**src/rtl/i2c_rs_pkg.sv**
```systemverilog
package i2c_rs_pkg;

  localparam int unsigned BYTE_W = 8;
  localparam int unsigned PTR_W  = 8;
  localparam int unsigned DADR_W = 7;
  localparam int unsigned CNT_W  = $clog2(BYTE_W + 1);

  typedef enum logic [3:0] {
    ST_IDLE,
    ST_ADDR,
    ST_ADDR_ACK,
    ST_PTR,
    ST_PTR_ACK,
    ST_WDAT,
    ST_WDAT_ACK,
    ST_RDAT,
    ST_RACK,
    ST_IGNORE
  } slv_state_e;

endpackage

```
**src/rtl/i2c_rs_rstsync.sv**
```systemverilog
module i2c_rs_rstsync #(
  parameter int unsigned STAGES = 2
) (
  input  logic clk,
  input  logic rst_n,
  output logic rst_n_sync
);

  logic [STAGES-1:0] chain_q;

  always_ff @(posedge clk or negedge rst_n) begin
    if (!rst_n) begin
      chain_q <= '0;
    end else begin
      chain_q <= {chain_q[STAGES-2:0], 1'b1};
    end
  end

  assign rst_n_sync = chain_q[STAGES-1];

endmodule

```
**src/rtl/i2c_rs_sync.sv**
```systemverilog
module i2c_rs_sync #(
  parameter int unsigned STAGES = 2
) (
  input  logic clk,
  input  logic rst_n,
  input  logic scl_i,
  input  logic sda_i,
  output logic sda_lvl,
  output logic scl_rise,
  output logic scl_fall,
  output logic start_det,
  output logic stop_det
);

  logic [STAGES-1:0] scl_pipe_q;
  logic [STAGES-1:0] sda_pipe_q;
  logic              scl_prev_q;
  logic              sda_prev_q;
  logic              scl_s;
  logic              sda_s;

  // idle bus reads high, so the chains reset to 1
  always_ff @(posedge clk or negedge rst_n) begin
    if (!rst_n) begin
      scl_pipe_q <= '1;
      sda_pipe_q <= '1;
      scl_prev_q <= 1'b1;
      sda_prev_q <= 1'b1;
    end else begin
      scl_pipe_q <= {scl_pipe_q[STAGES-2:0], scl_i};
      sda_pipe_q <= {sda_pipe_q[STAGES-2:0], sda_i};
      scl_prev_q <= scl_s;
      sda_prev_q <= sda_s;
    end
  end

  assign scl_s = scl_pipe_q[STAGES-1];
  assign sda_s = sda_pipe_q[STAGES-1];

  always_comb begin
    sda_lvl   = sda_s;
    scl_rise  = scl_s & ~scl_prev_q;
    scl_fall  = ~scl_s & scl_prev_q;
    start_det = scl_s & scl_prev_q & sda_prev_q & ~sda_s;
    stop_det  = scl_s & scl_prev_q & ~sda_prev_q & sda_s;
  end

endmodule

```
**src/rtl/i2c_rs_ptr.sv**
```systemverilog
module i2c_rs_ptr #(
  parameter int unsigned W = 8
) (
  input  logic         clk,
  input  logic         rst_n,
  input  logic         ld_i,
  input  logic [W-1:0] val_i,
  input  logic         inc_i,
  output logic [W-1:0] ptr_o
);

  logic [W-1:0] ptr_q;
  logic [W-1:0] ptr_n;
  logic         ptr_en;

  always_comb begin
    ptr_en = ld_i | inc_i;
    if (ld_i) begin
      ptr_n = val_i;
    end else begin
      ptr_n = ptr_q + W'(1);
    end
  end

  always_ff @(posedge clk or negedge rst_n) begin
    if (!rst_n) begin
      ptr_q <= '0;
    end else if (ptr_en) begin
      ptr_q <= ptr_n;
    end
  end

  assign ptr_o = ptr_q;

  AST_PTR_LOAD: assert property (@(posedge clk) disable iff (!rst_n)
    ld_i |=> ptr_o == $past(val_i));
  AST_PTR_ADVANCE: assert property (@(posedge clk) disable iff (!rst_n)
    (inc_i && !ld_i) |=> ptr_o == $past(ptr_o) + W'(1));
  AST_PTR_HOLD: assert property (@(posedge clk) disable iff (!rst_n)
    (!inc_i && !ld_i) |=> $stable(ptr_o));
  AST_PTR_WRAP: assert property (@(posedge clk) disable iff (!rst_n)
    (inc_i && !ld_i && ptr_o == '1) |=> ptr_o == '0);

endmodule

```
**src/rtl/i2c_rs_ctrl.sv**
```systemverilog
module i2c_rs_ctrl
  import i2c_rs_pkg::*;
#(
  parameter logic [DADR_W-1:0] DEV_ADDR = 7'h2C
) (
  input  logic              clk,
  input  logic              rst_n,
  input  logic              sda_lvl,
  input  logic              scl_rise,
  input  logic              scl_fall,
  input  logic              start_det,
  input  logic              stop_det,
  input  logic [BYTE_W-1:0] rdata_i,
  output logic              sda_oe_o,
  output logic              wr_o,
  output logic              rd_o,
  output logic [BYTE_W-1:0] byte_o,
  output logic              ptr_ld_o,
  output logic              ptr_inc_o
);

  localparam logic [CNT_W-1:0] CNT_FULL = CNT_W'(BYTE_W);

  slv_state_e        state_q, state_n;
  logic [CNT_W-1:0]  cnt_q, cnt_n;
  logic [BYTE_W-1:0] sh_q, sh_n;
  logic              oe_q, oe_n;
  logic              mack_q, mack_n;

  always_comb begin
    state_n   = state_q;
    cnt_n     = cnt_q;
    sh_n      = sh_q;
    oe_n      = oe_q;
    mack_n    = mack_q;
    wr_o      = 1'b0;
    rd_o      = 1'b0;
    ptr_ld_o  = 1'b0;
    ptr_inc_o = 1'b0;
    if (stop_det) begin
      state_n = ST_IDLE;
      oe_n    = 1'b0;
      cnt_n   = '0;
    end else if (start_det) begin
      state_n = ST_ADDR;
      oe_n    = 1'b0;
      cnt_n   = '0;
    end else begin
      case (state_q)
        ST_IDLE, ST_IGNORE: begin
          oe_n = 1'b0;
        end
        ST_ADDR, ST_PTR, ST_WDAT: begin
          if (scl_rise && cnt_q != CNT_FULL) begin
            sh_n  = {sh_q[BYTE_W-2:0], sda_lvl};
            cnt_n = cnt_q + CNT_W'(1);
          end
          if (scl_fall && cnt_q == CNT_FULL) begin
            cnt_n = '0;
            if (state_q == ST_ADDR) begin
              if (sh_q[BYTE_W-1:1] == DEV_ADDR) begin
                oe_n    = 1'b1;
                state_n = ST_ADDR_ACK;
              end else begin
                state_n = ST_IGNORE;
              end
            end else if (state_q == ST_PTR) begin
              ptr_ld_o = 1'b1;
              oe_n     = 1'b1;
              state_n  = ST_PTR_ACK;
            end else begin
              wr_o      = 1'b1;
              ptr_inc_o = 1'b1;
              oe_n      = 1'b1;
              state_n   = ST_WDAT_ACK;
            end
          end
        end
        ST_ADDR_ACK: begin
          if (scl_fall) begin
            cnt_n = '0;
            if (sh_q[0]) begin
              rd_o      = 1'b1;
              ptr_inc_o = 1'b1;
              sh_n      = rdata_i;
              oe_n      = ~rdata_i[BYTE_W-1];
              state_n   = ST_RDAT;
            end else begin
              oe_n    = 1'b0;
              state_n = ST_PTR;
            end
          end
        end
        ST_PTR_ACK, ST_WDAT_ACK: begin
          if (scl_fall) begin
            oe_n    = 1'b0;
            cnt_n   = '0;
            state_n = ST_WDAT;
          end
        end
        ST_RDAT: begin
          if (scl_rise && cnt_q != CNT_FULL) begin
            cnt_n = cnt_q + CNT_W'(1);
          end
          if (scl_fall) begin
            if (cnt_q == CNT_FULL) begin
              oe_n    = 1'b0;
              cnt_n   = '0;
              state_n = ST_RACK;
            end else if (cnt_q != '0) begin
              sh_n = {sh_q[BYTE_W-2:0], 1'b0};
              oe_n = ~sh_q[BYTE_W-2];
            end
          end
        end
        ST_RACK: begin
          if (scl_rise) begin
            mack_n = ~sda_lvl;
          end
          if (scl_fall) begin
            cnt_n = '0;
            if (mack_q) begin
              rd_o      = 1'b1;
              ptr_inc_o = 1'b1;
              sh_n      = rdata_i;
              oe_n      = ~rdata_i[BYTE_W-1];
              state_n   = ST_RDAT;
            end else begin
              state_n = ST_IGNORE;
            end
          end
        end
        default: begin
          state_n = ST_IDLE;
          oe_n    = 1'b0;
        end
      endcase
    end
  end

  always_ff @(posedge clk or negedge rst_n) begin
    if (!rst_n) begin
      state_q <= ST_IDLE;
      cnt_q   <= '0;
      sh_q    <= '0;
      oe_q    <= 1'b0;
      mack_q  <= 1'b0;
    end else begin
      state_q <= state_n;
      cnt_q   <= cnt_n;
      sh_q    <= sh_n;
      oe_q    <= oe_n;
      mack_q  <= mack_n;
    end
  end

  assign sda_oe_o = oe_q;
  assign byte_o   = sh_q;

  AST_IGNORE_QUIET: assert property (@(posedge clk) disable iff (!rst_n)
    (state_q == ST_IGNORE) |-> !oe_q);
  AST_WRITE_ACKED: assert property (@(posedge clk) disable iff (!rst_n)
    wr_o |=> oe_q);
  AST_START_DECODE: assert property (@(posedge clk) disable iff (!rst_n)
    (start_det && !stop_det) |=> (state_q == ST_ADDR && !oe_q));
  AST_STOP_RELEASE: assert property (@(posedge clk) disable iff (!rst_n)
    stop_det |=> (!oe_q && state_q == ST_IDLE));
  AST_OE_ON_EDGE: assert property (@(posedge clk) disable iff (!rst_n)
    !$stable(oe_q) |-> $past(scl_fall || start_det || stop_det));

endmodule

```
**src/rtl/i2c_regbank_slave.sv**
```systemverilog
module i2c_regbank_slave
  import i2c_rs_pkg::*;
#(
  parameter logic [DADR_W-1:0] DEV_ADDR    = 7'h2C,
  parameter int unsigned       SYNC_STAGES = 2
) (
  input  logic             clk,
  input  logic             rst_n,
  input  logic             scl_i,
  input  logic             sda_i,
  output logic             sda_oe,
  output logic [PTR_W-1:0] reg_addr,
  output logic [BYTE_W-1:0] reg_wdata,
  output logic             reg_wr,
  output logic             reg_rd,
  input  logic [BYTE_W-1:0] reg_rdata
);

  logic              rst_n_int;
  logic              sda_lvl;
  logic              scl_rise;
  logic              scl_fall;
  logic              start_det;
  logic              stop_det;
  logic              ptr_ld;
  logic              ptr_inc;
  logic [BYTE_W-1:0] byte_val;

  i2c_rs_rstsync #(.STAGES(2)) u_rst (
    .clk        (clk),
    .rst_n      (rst_n),
    .rst_n_sync (rst_n_int)
  );

  i2c_rs_sync #(.STAGES(SYNC_STAGES)) u_sync (
    .clk       (clk),
    .rst_n     (rst_n_int),
    .scl_i     (scl_i),
    .sda_i     (sda_i),
    .sda_lvl   (sda_lvl),
    .scl_rise  (scl_rise),
    .scl_fall  (scl_fall),
    .start_det (start_det),
    .stop_det  (stop_det)
  );

  i2c_rs_ctrl #(.DEV_ADDR(DEV_ADDR)) u_ctrl (
    .clk       (clk),
    .rst_n     (rst_n_int),
    .sda_lvl   (sda_lvl),
    .scl_rise  (scl_rise),
    .scl_fall  (scl_fall),
    .start_det (start_det),
    .stop_det  (stop_det),
    .rdata_i   (reg_rdata),
    .sda_oe_o  (sda_oe),
    .wr_o      (reg_wr),
    .rd_o      (reg_rd),
    .byte_o    (byte_val),
    .ptr_ld_o  (ptr_ld),
    .ptr_inc_o (ptr_inc)
  );

  i2c_rs_ptr #(.W(PTR_W)) u_ptr (
    .clk   (clk),
    .rst_n (rst_n_int),
    .ld_i  (ptr_ld),
    .val_i (byte_val[PTR_W-1:0]),
    .inc_i (ptr_inc),
    .ptr_o (reg_addr)
  );

  assign reg_wdata = byte_val;

endmodule

```
**config.mk**
```make
export PLATFORM = sky130hd
export DESIGN_NAME = i2c_regbank_slave
export DESIGN_NICKNAME = d
export VERILOG_FILES = /design/src/rtl/i2c_rs_pkg.sv /design/src/rtl/i2c_rs_rstsync.sv /design/src/rtl/i2c_rs_sync.sv /design/src/rtl/i2c_rs_ptr.sv /design/src/rtl/i2c_rs_ctrl.sv /design/src/rtl/i2c_regbank_slave.sv
export SDC_FILE = /design/constraint.sdc
export NUM_CORES = 1
export LEC_CHECK = 0
export BUFFER_PORTS_ARGS = -buffer_cell sky130_fd_sc_hd__buf_2
export CAP_MARGIN = 20
export CELL_PAD_IN_SITES_DETAIL_PLACEMENT = 0
export CELL_PAD_IN_SITES_GLOBAL_PLACEMENT = 2
export CORE_MARGIN = 8
export CORE_UTILIZATION = 38
export CTS_CLUSTER_SIZE = 16
export DETAILED_ROUTE_END_ITERATION = 8
export PLACE_DENSITY = 0.84
export SYNTH_ARGS = -nofsm -noshare
export SYNTH_HDL_FRONTEND = slang
export SYNTH_SLANG_ARGS = --single-unit
```
**constraint.sdc**
```tcl
create_clock -name clk -period 3.81 [get_ports clk]
set_input_delay 0.762 -clock clk [delete_from_list [all_inputs] [get_ports clk]]
set_output_delay 0.762 -clock clk [all_outputs]
set_load 0.02 [all_outputs]
```
# Word-level counts from Yosys, hierarchy flattened
# Index checks and enable logic that the tools add are counted.
totals:
  out_inout_bits: 19
  inputBits: 12
  word_cells: 145
  register_bits: 34
classes:
  n_mux: 68
  n_eq_ne: 31
  n_bitwise: 16
  reduce_logical: 16
  addsub: 2
ops:
  columns: ["op", "n"]
  rows:
  - ["4-bit two-way mux", 18]
  - ["8-bit two-way mux", 9]
  - ["1-bit two-way mux", 33]
  - ["8-bit case mux with 4 select lines", 1]
  - ["4-bit by 3-bit inequality test with 1-bit output, second input constant", 7]
  - ["4-bit case mux with 6 select lines", 1]
  - ["4-bit by 3-bit equality test with 1-bit output, second input constant", 4]
  - ["2-bit by 1-bit inequality test with 1-bit output, second input constant", 7]
  - ["4-bit equality test, second input constant", 3]
  - ["4-bit case mux with 3 select lines", 1]
  - ["11-bit AND reduction", 1]
  - ["10-bit AND reduction", 1]
  - ["8-bit by 1-bit adder with 8-bit output, second input constant", 1]
  - ["4-bit by 2-bit equality test with 1-bit output, second input constant", 2]
  - ["1-bit inverter", 8]
  - ["8-bit AND reduction", 1]
  - ["4-bit nonzero test", 2]
  - ["1-bit AND", 7]
  - ["7-bit by 6-bit equality test with 1-bit output, second input constant", 1]
  - ["7-bit AND reduction", 1]
  - ["5-bit by 3-bit inequality test with 1-bit output, second input constant", 1]
  - ["5-bit inequality test, second input constant", 1]
  - ["1-bit case mux with 5 select lines", 1]
  - ["5-bit nonzero test", 1]
  - ["18 further kinds", 20]

# Logic depth before layout (Yosys ltp)
# Gate-level depths: netlist of the first run.
depth:
  ltp_word: 9
  depth_mapped: 8
  mapped_depth_nobuf: 7

# Cells and area by module
# A second synthesis of the first run with hierarchy kept.
hier_totals:
  cells_unflattened: 231
  hier_area_um2: 2145.8
by_module_without_submodules:
  columns: ["mod", "cells_per_inst", "seq_area_each_um2", "instances", "area_each_um2"]
  rows:
  - ["i2c_rs_ctrl", 168, 450.4, 1, 1436.4]
  - ["i2c_rs_ptr", 50, 200.2, 1, 465.4]
  - ["i2c_rs_sync", 10, 157.7, 1, 190.2]
  - ["i2c_rs_rstsync", 3, 50.0, 1, 53.8]

# Worst setup path after synthesis of the first run
# No wires, ideal clock.
synth_timing:
  kind: "reg2out"
  start: "register u_ctrl.state_q[2]"
  end: "output port reg_rd"
  arrival_time_ns: 1.351
  slack_ns: 1.697
  path_stages_with_launch: 6
  path_cell_list: "dfrtp_1 buf_6 or2_2 clkbuf_1 a21o_1 nor2_1"
synth_via:
  elab_chain_len: 4
  elab_cells_between_ends: 5
  cone_classes: "2 x eq/ne; 3 x mux"
synth_rtl:
  columns: ["item", "line", "source"]
  rows:
  - ["from (decl)", "i2c_rs_ctrl.sv:24", "slv_state_e state_q, state_n;"]
  - ["from (signal assigned)", "i2c_rs_ctrl.sv:149", "state_q <= state_n;"]
  - ["4-bit equality test or 4-bit by 2-bit equality test with 1-bit output (tied branches)", "i2c_rs_ctrl.sv:49", "case (state_q)"]
  - ["1-bit case mux with 2 select lines (*)", "i2c_rs_ctrl.sv:49", null]
  - ["1-bit two-way mux (*)", "i2c_rs_ctrl.sv:44", "end else if (start_det) begin"]
  - ["1-bit two-way mux (*)", "i2c_rs_ctrl.sv:40", "if (stop_det) begin"]
  - ["to (decl)", "i2c_regbank_slave.sv:15", "output logic reg_rd,"]
# Every way passes the cells marked *; elsewhere a longest branch is shown, timed or not.

# Final worst setup path of the first run
layout_timing:
  start: "register u_ctrl.state_q[3]"
  end: "register u_ctrl.sh_q[4], in the netlist u_ctrl.byte_o[4]"
layout_via:
  elab_chain_len: 4
  elab_cells_between_ends: 18
  cone_classes: "14 x eq/ne; 1 x mux; 3 x reduce/logical"
layout_rtl:
  columns: ["item", "line", "source"]
  rows:
  - ["4-bit by 3-bit equality test with 1-bit output, or another cell as far along", "i2c_rs_ctrl.sv:49", null]
  - ["3-bit OR reduction", "i2c_rs_ctrl.sv:49", null]
  - ["2-bit by 1-bit inequality test with 1-bit output (no source line) or 4-bit nonzero test (tied branches)", null, null]
  - ["11-bit AND reduction (no source line)", null, null]
  - ["to (signal assigned)", "i2c_rs_ctrl.sv:151", "sh_q <= sh_n;"]
  - ["to (decl)", "i2c_rs_ctrl.sv:26", "logic [BYTE_W-1:0] sh_q, sh_n;"]
# Parallel ways exist; a longest one is shown, timed or not.
# A chain may end at the register's enable or synchronous reset.

==> results of run 1 <==
worst max-delay path by stage:
stage	start	to	slack, ns
final	u_ctrl.state_q[3]	u_ctrl.byte_o[4]	1.26
after global routing	u_ctrl.state_q[3]	u_ctrl.byte_o[1]	1.12
after CTS	u_ctrl.state_q[3]	u_ctrl.byte_o[4]	1.26
after detailed placement	u_ctrl.state_q[3]	u_ctrl.byte_o[3]	1.27
after global placement	u_ctrl.state_q[3]	u_ctrl.byte_o[7]	1.31
after floorplan	u_ctrl.state_q[2]	reg_rd	1.70
power by group:
part	switching (mW)	internal, mW	leakage, nW
clock network	0.129	0.146	0.0482
registers	0.178	0.459	0.414
logic	0.428	0.400	0.517
sequential cells by signal, summed over array words and instances, names as in the netlist:
signal / flops
u_ctrl.byte_o: 8
u_ctrl.cnt_q: 4
u_ctrl.mack_q: 1
u_ctrl.sda_oe_o: 1
u_ctrl.state_q: 4
u_ptr.ptr_o: 8
u_rst.chain_q: 2
u_sync.scl_pipe_q: 2
u_sync.scl_prev_q: 1
u_sync.sda_pipe_q: 2
u_sync.sda_prev_q: 1
layout by cell type (no fill, tap or decap), drive strengths merged, types with 5 or more instances in the layout:
cell    instances
nand2b          7
o21ai           9
inv             9
nand4           5
nor2b           5
clkbuf          7
a21oi          12
nand3b          8
mux2           10
buf            31
nand2          14
dfrtp          28
nor2           14
nor3           10
dfstp           6
nand3          11
a22o            7
critical path: cells and delay by family, from the launching register on:
kind	cells	cell delay [ns]
compound gates	1	0.44
flops	1	0.72
mux	1	0.33
simple gates	2	0.93
metal layers:
| metal | track usage | up-vias | routed length (µm) |
|---|---|---|---|
| li1 | - | 884 | - |
| met1 | 0.177 | 847 | 2460 |
| met2 | 0.200 | 39 | 2440 |
| met3 | 0.0449 | 5 | 256 |
| met4 | 0.0416 | 0 | 58 |
| met5 | 0 | - | 0 |
synth_stat cells (all sizes together), types with 2 or more instances:
master   n  area, µm²
a32oi    4       35.0
a21oi   12       67.6
or2      4       25.0
nor2    14       52.6
ha       3       37.5
and3     3       18.8
inv      9       33.8
a41oi    2       17.5
xnor2    3       26.3
or4b     2       20.0
dfstp    6        158
clkbuf   7       26.3
a32o     3       30.0
a21o     3       22.5
o21ai    9       48.8
nand2b   7       43.8
nand4    5       31.3
dfrtp   28        701
buf      6       41.3
nor2b    5       31.3
nor3    10       50.1
a221oi   2       17.5
o22ai    3       18.8
a22o     7       61.3
nand3b   8       60.1
mux2    10        113
nand3   11       60.1
nand2   14       52.6
final cells by class:
| class | count | area share |
|---|---|---|
| Clock buffer | 7 | 0.0361 |
| Multi-Input combinational cell | 168 | 0.485 |
| Tap cell | 72 | 0.0377 |
| Sequential cell | 34 | 0.359 |
| Inverter | 9 | 0.0141 |
| Timing Repair Buffer | 31 | 0.0660 |
| Clock inverter | 1 | 0.00210 |
logic make-up (layout without fill, tap and decap cells):
logic type,Yosys count,in the layout,synth area share
multiplexers,11,11,0.0579
flip-flops,34,34,0.405
adder cells (fa/ha/maj),3,3,0.0177
AO/OA/AOI/OAI,60,60,0.220
other,1,1,0.00177
buffers and inverters,22,48,0.0479
XOR/XNOR,3,3,0.0124
AND/OR/NAND/NOR,90,90,0.236
==> flow_summary.ini, run 1 <==
[setup_path]
cp_slowest_cell = dfrtp_1
crit_path_max_fanout = 23
critPathLaunchType = register
ff2ff_setup_slack_ns = 1.26
end_kind = register
r2r-end = u_ctrl.byte_o[4]
critPathArrivalTime_ns = 2.71
crit_type = reg -> reg
worst_path_largest_cell_delay_ns = 0.72
path_cells = or4b_1, a2111oi_4, nand3_2, mux2_2
reg2reg_from = u_ctrl.state_q[3]
rr_worst_depth = 4
cp.required_ns = 3.98

[clocking]
cts_hold_buf = 0
ctsResizeCount = 0
cts_root_buf = clkbuf_8
cts_max_level = 2
cts_sinks = 34
postCtsSetupBuffers = 0
cts_made_buffers = 5
cts_buffer_depth = 2
clk_pin_slew_worst_paths_ns = 0.07
clock_latency_ns = 0.29
cts_tree = yes

[placed_design]
post-dp-hpwl_um = 3790
dp_cells = 314
placed_area_um2 = 2300
dp_slack_ns = 1.27
portBuffers = 30
place_congestion = 0.835

[synth]
syn_avg_cell_area_um2 = 9.45
synth.cell_area_um2 = 2120
synth_seq_cells = 34
yosys_warnings = 0
dominantRegCellSynth = dfrtp_1
synth.yosys.seq_area_share = 0.405
synth-edff-count = 0
synthCells = 224
synth_nets = 239
ys_types = 58
synth_async_sr_flop_share = 1.00

[global_routing]
grt_pass1_wl_um = 8780
grt_pass1_vias = 1706
grt_usage = 0.134
grt_max_degree = 33
grt_overflow = 0
antenna_found_initial = 0

[floorplan]
rows = 27
io_pins = 31
initial_core_util = 0.389
die-area_um2 = 8220
core_um2 = 5440
die_h_um = 90.6
dieWidth_um = 90.6

[route]
drc_errors = 0
via_per_inst = 5.51
routedWlPerCell_um = 16.2
drt_first_iter_violations = 90
drtPass1Iterations = 4
via_count = 1775
finalWirelength_um = 5210
antenna_left = 0

[timing]
max_freq_mhz = 393
drv_slew = 0
holdWs_ns = 0.251
fin_crit_ns = 2.55
relSlewSlack = 0.546
setup_ws_ns = 1.26
worstMarginPinSlew_ns = 0.681
hold_viol = 0
final.setup_skew_ns = 0.00781
post-route-period-util = 0.668
final-setup-viol-count = 0
rsz0062_at_grt = no
setup_tns_ns = 0

[final_layout]
nFillCells = 541
regArea_um2 = 858
nets = 264
multiInputGateArea_um2 = 1160
drive_gt1_frac = 0.268
area_growth_pct = 12.8
utilization = 0.439
finish.instance_area_um2 = 2390
final_cells = 322
diodes = 0

[pwr]
cellLeakagePower_nw = 0.980
p_total_mw = 1.74
ir_worst_vdd_v = 0.000365
p_per_area_nw_per_um2 = 728

[min_path]
min_path_type = in -> async

[job]
max_cap_viol_count = 0

[run_status]
status = finished clean
Power figures use the tool's default switching activity.
==> run 2, diff against run 1 <==
--- a/config.mk
+++ b/config.mk
@@ -10,10 +10,10 @@
 export CELL_PAD_IN_SITES_DETAIL_PLACEMENT = 0
 export CELL_PAD_IN_SITES_GLOBAL_PLACEMENT = 2
 export CORE_MARGIN = 8
-export CORE_UTILIZATION = 38
+export CORE_UTILIZATION = 35
 export CTS_CLUSTER_SIZE = 16
 export DETAILED_ROUTE_END_ITERATION = 8
-export PLACE_DENSITY = 0.84
+export PLACE_DENSITY = 0.79
 export SYNTH_ARGS = -nofsm -noshare
 export SYNTH_HDL_FRONTEND = slang
 export SYNTH_SLANG_ARGS = --single-unit
==> constraint.sdc (replaced) <==
create_clock -name clk -period 2.4 [get_ports clk]
set_input_delay 0.48 -clock clk [delete_from_list [all_inputs] [get_ports clk]]
set_output_delay 0.48 -clock clk [all_outputs]
set_load 0.02 [all_outputs]
==> flow_summary.ini, run 2 (synthesis results as in run 1) <==
[floorplan]
dieWidth_um = 93.8
initial_core_util = 0.360
rows = 28
die_h_um = 93.8
die-area_um2 = 8790
core_um2 = 5890
io_pins = 31

[final_layout]
area_growth_pct = 19.0
nFillCells = 587
utilization = 0.428
final_cell_mix = 30 x buf_2, 28 x dfrtp_1, 16 x buf_4, 14 x nor2_1, 14 x nand2_1
diodes = 0
nets = 280
finish.instance_area_um2 = 2520
final_common_cell = buf_2
final_cells = 341
drive_gt1_frac = 0.312

[global_routing]
grt_usage = 0.132
grt_overflow = 0
grt_max_degree = 33
grt_pass1_wl_um = 9120
grt_pass1_vias = 1780
use_met1 = 0.194
use_met2 = 0.181
met3_usage = 0.0312
antenna_found_initial = 0
busiest_layer = met1

[setup_path]
end_kind = register
critPathArrivalTime_ns = 2.40
r2r-end = u_ctrl.byte_o[6]
cp.required_ns = 2.58
crit_path_max_fanout = 7
ff2ff_setup_slack_ns = 0.18
reg2reg_from = u_ctrl.state_q[0]
rr_worst_depth = 4
crit_path_start = u_ctrl.state_q[0]
crit_type = reg -> reg
critPathLaunchType = register

[placed_design]
dp_slack_ns = 0.193
placed_area_um2 = 2410
post-dp-hpwl_um = 4100
portBuffers = 30
place_congestion = 0.807
dp_cells = 332

[route]
via_count = 1823
drt_first_iter_violations = 124
via_per_inst = 5.35
routedWlPerCell_um = 16.5
finalWirelength_um = 5610
drc_errors = 0
antenna_left = 0
drtPass1Iterations = 4

[clocking]
cts_tree = yes
cts_root_buf = clkbuf_8
cts_buffer_depth = 2
clock_latency_ns = 0.29
clk_pin_slew_worst_paths_ns = 0.08
cts_max_level = 2
ctsResizeCount = 0
cts_made_buffers = 5
cts_sinks = 34

[job]
max_cap_viol_count = 0

[pwr]
ir_worst_vdd_v = 0.000586
p_total_mw = 2.91
cellLeakagePower_nw = 1.06
p_per_area_nw_per_um2 = 1150

[timing]
max_freq_mhz = 450
drv_slew = 0
post-route-period-util = 0.926
holdWs_ns = 0.275
setup_tns_ns = 0
fin_crit_ns = 2.22
hold_viol = 0
setup_ws_ns = 0.177
final.setup_skew_ns = 0.00334
final-setup-viol-count = 0
rsz0062_at_grt = no

[min_path]
min_path_type = reg -> async

[run_status]
status = finished clean
run 2: critical path: stages (launching register included):
cell and delay, ns:
dfrtp_1 0.39, or4b_1 0.71, a2111oi_4 0.43, nand3_2 0.25, mux2_2 0.33
run 2: metal layers:
layer / up-vias / wire [µm]
li1: 915 / -
met4: 0 / 56
met3: 5 / 348
met5: - / 0
met2: 54 / 2360
met1: 849 / 2840
run 2: how the worst max path moves through the flow:
stage	slack [ns]	to	cells after the start
after global placement	0.25	u_ctrl.byte_o[3]	4
after CTS	0.18	u_ctrl.byte_o[7]	4
after detailed placement	0.19	u_ctrl.byte_o[6]	4
after floorplan	0.34	u_ctrl.byte_o[1]	6
after global routing	0.06	reg_wr	6
final	0.18	u_ctrl.byte_o[6]	4
run 2: cell type report:
| type | instances | area, µm² | area share |
|---|---|---|---|
| clock inverters | 2 | 12.5 | 0.00497 |
| flip-flops and latches | 34 | 858 | 0.341 |
| clock buffers | 6 | 82.6 | 0.0328 |
| repair buffers | 47 | 280 | 0.111 |
| well taps | 75 | 93.8 | 0.0373 |
| inverters | 9 | 33.8 | 0.0134 |
| multi-input cells | 168 | 1160 | 0.460 |
run 2: report_power, final:
| group | internal [mW] | switching, mW | leakage (nW) |
|---|---|---|---|
| combinational | 0.715 | 0.807 | 0.595 |
| clock | 0.231 | 0.231 | 0.0472 |
| sequential | 0.729 | 0.193 | 0.414 |
| total | 1.68 | 1.23 | 1.06 |
run 2: what timing repair did:
action	in CTS	in global routing
buffers inserted	0	0
hold endpoints to repair	2	0
hold buffers	1	0
==> run 3, diff against run 2 <==
--- a/config.mk
+++ b/config.mk
@@ -6,7 +6,7 @@
 export NUM_CORES = 1
 export LEC_CHECK = 0
 export BUFFER_PORTS_ARGS = -buffer_cell sky130_fd_sc_hd__buf_2
-export CAP_MARGIN = 20
+export CAP_MARGIN = 25
 export CELL_PAD_IN_SITES_DETAIL_PLACEMENT = 0
 export CELL_PAD_IN_SITES_GLOBAL_PLACEMENT = 2
 export CORE_MARGIN = 8
@@ -14,6 +14,7 @@
 export CTS_CLUSTER_SIZE = 16
 export DETAILED_ROUTE_END_ITERATION = 8
 export PLACE_DENSITY = 0.79
+export SETUP_SLACK_MARGIN = 0.3
 export SYNTH_ARGS = -nofsm -noshare
 export SYNTH_HDL_FRONTEND = slang
 export SYNTH_SLANG_ARGS = --single-unit
==> flow_summary.ini, run 3 (synthesis results as in run 1) <==
[timing]
relSlewSlack = 0.659
final.setup_skew_ns = 0.00444
setup_tns_ns = 0
final-setup-viol-count = 0
worstMarginPinSlew_ns = 0.511
fin_crit_ns = 2.07
holdWs_ns = 0.273
hold_viol = 0
setup_ws_ns = 0.326
post-route-period-util = 0.864
drv_slew = 0
rsz0062_at_grt = yes
max_freq_mhz = 482

[setup_path]
cp.required_ns = 1.92
crit_path_start = u_ctrl.state_q[1]
ff2ff_setup_slack_ns = 0.35
critPathArrivalTime_ns = 1.59
crit_type = reg -> out
critPathLaunchType = register
rr_worst_depth = 4
r2r-end = u_ctrl.byte_o[6]
reg2reg_from = u_ctrl.state_q[0]
crit_path_max_fanout = 22
end_kind = primary output

[placed_design]
post-dp-hpwl_um = 4100
placed_area_um2 = 2410
place_congestion = 0.807
portBuffers = 30
dp_cells = 332
dp_slack_ns = 0.193

[route]
finalWirelength_um = 5940
routedWlPerCell_um = 16.6
met1_length_um = 2970
drc_errors = 0
route.met3.wl_um = 314
wl_met2_um = 2600
via_per_inst = 5.40
highest_layer = met4
via_count = 1929
antenna_left = 0
drtPass1Iterations = 4
drt_first_iter_violations = 99

[floorplan]
die-area_um2 = 8790
io_pins = 31
core_um2 = 5890
dieWidth_um = 93.8
initial_core_util = 0.360
die_h_um = 93.8
rows = 28

[final_layout]
nets = 296
utilization = 0.464
final_cell_mix = 29 x buf_2, 28 x dfrtp_1, 26 x buf_4, 14 x nor2_1, 14 x nand2_1
area_growth_pct = 29.1
finish.instance_area_um2 = 2730
drive_gt1_frac = 0.372
final_common_cell = buf_2
diodes = 0
final_cells = 357

[pwr]
netSwitchingPower_mw = 1.32
p_int_mw = 1.87
p_per_area_nw_per_um2 = 1170
comb_power_share = 0.562
p_clk_frac = 0.145
seqPwrFrac = 0.293
switching_share = 0.415
cellLeakagePower_nw = 1.17
p_total_mw = 3.19
ir_worst_vdd_v = 0.000540

[job]
max_cap_viol_count = 0

[clocking]
cts_sinks = 34
cts_root_buf = clkbuf_8
cts_max_level = 2
clock_latency_ns = 0.29
cts_buffer_depth = 2
cts_tree = yes
cts_made_buffers = 5
clk_pin_slew_worst_paths_ns = 0.08

[global_routing]
grt_max_degree = 33
grt_pass1_wl_um = 9180
grt_pass1_vias = 1783
antenna_found_initial = 0
grt_usage = 0.133
grt_overflow = 0

[run_status]
status = finished clean

[min_path]
min_path_type = reg -> async
==> run 3: worst max-delay path, cell delays in order, from the launching register on <==
cell and delay [ns]:
dfrtp_1 0.40, buf_6 0.17, nand3b_1 0.20, a21o_1 0.24, nor2_1 0.13, buf_4 0.16
==> run 3: power by group through the flow <==
stage	logic (mW)	registers (mW)	clock network, mW
after floorplan	1.03	0.996	0
final	1.79	0.934	0.463
after CTS	1.57	0.924	0.473
after global placement	1.54	0.933	0
after detailed placement	1.52	0.931	0
after global routing	1.93	0.957	0.496
==> run 3: timing repair <==
| item | 4_1_cts | 5_1_grt |
|---|---|---|
| hold endpoints to repair | 2 | 0 |
| setup endpoints to repair | 13 | 20 |
| pin swaps | 0 | 4 |
| hold buffers | 1 | 0 |
| gates resized for setup | 7 | 13 |
| buffers inserted | 1 | 14 |
| cloned | 0 | 1 |
==> run 3: worst max-delay path by stage <==
stage,cells after the start,slack (ns),endpoint
4_1_cts,4,0.29,u_ctrl.byte_o[7]
6_report,5,0.33,reg_rd
2_1_floorplan,6,0.34,u_ctrl.byte_o[1]
5_1_grt,9,0.26,u_ptr.ptr_o[2]
3_3_place_gp,4,0.25,u_ctrl.byte_o[3]
3_5_place_dp,4,0.19,u_ctrl.byte_o[6]
==> run 3: layout make-up <==
cell class,instances,area [µm²]
Sequential cell,34,858
Clock inverter,2,12.5
Clock buffer,6,82.6
Multi-Input combinational cell,168,1210
Inverter,9,33.8
Fill cell,571,3150
Timing Repair Buffer,63,442
Tap cell,75,93.8
==> run 3: per-layer routing <==
layer | vias up | global-route usage
met2 | 48 | 0.183
li1 | 952 | -
met4 | 0 | 0.0436
met1 | 922 | 0.195
met5 | - | 0
met3 | 7 | 0.0312
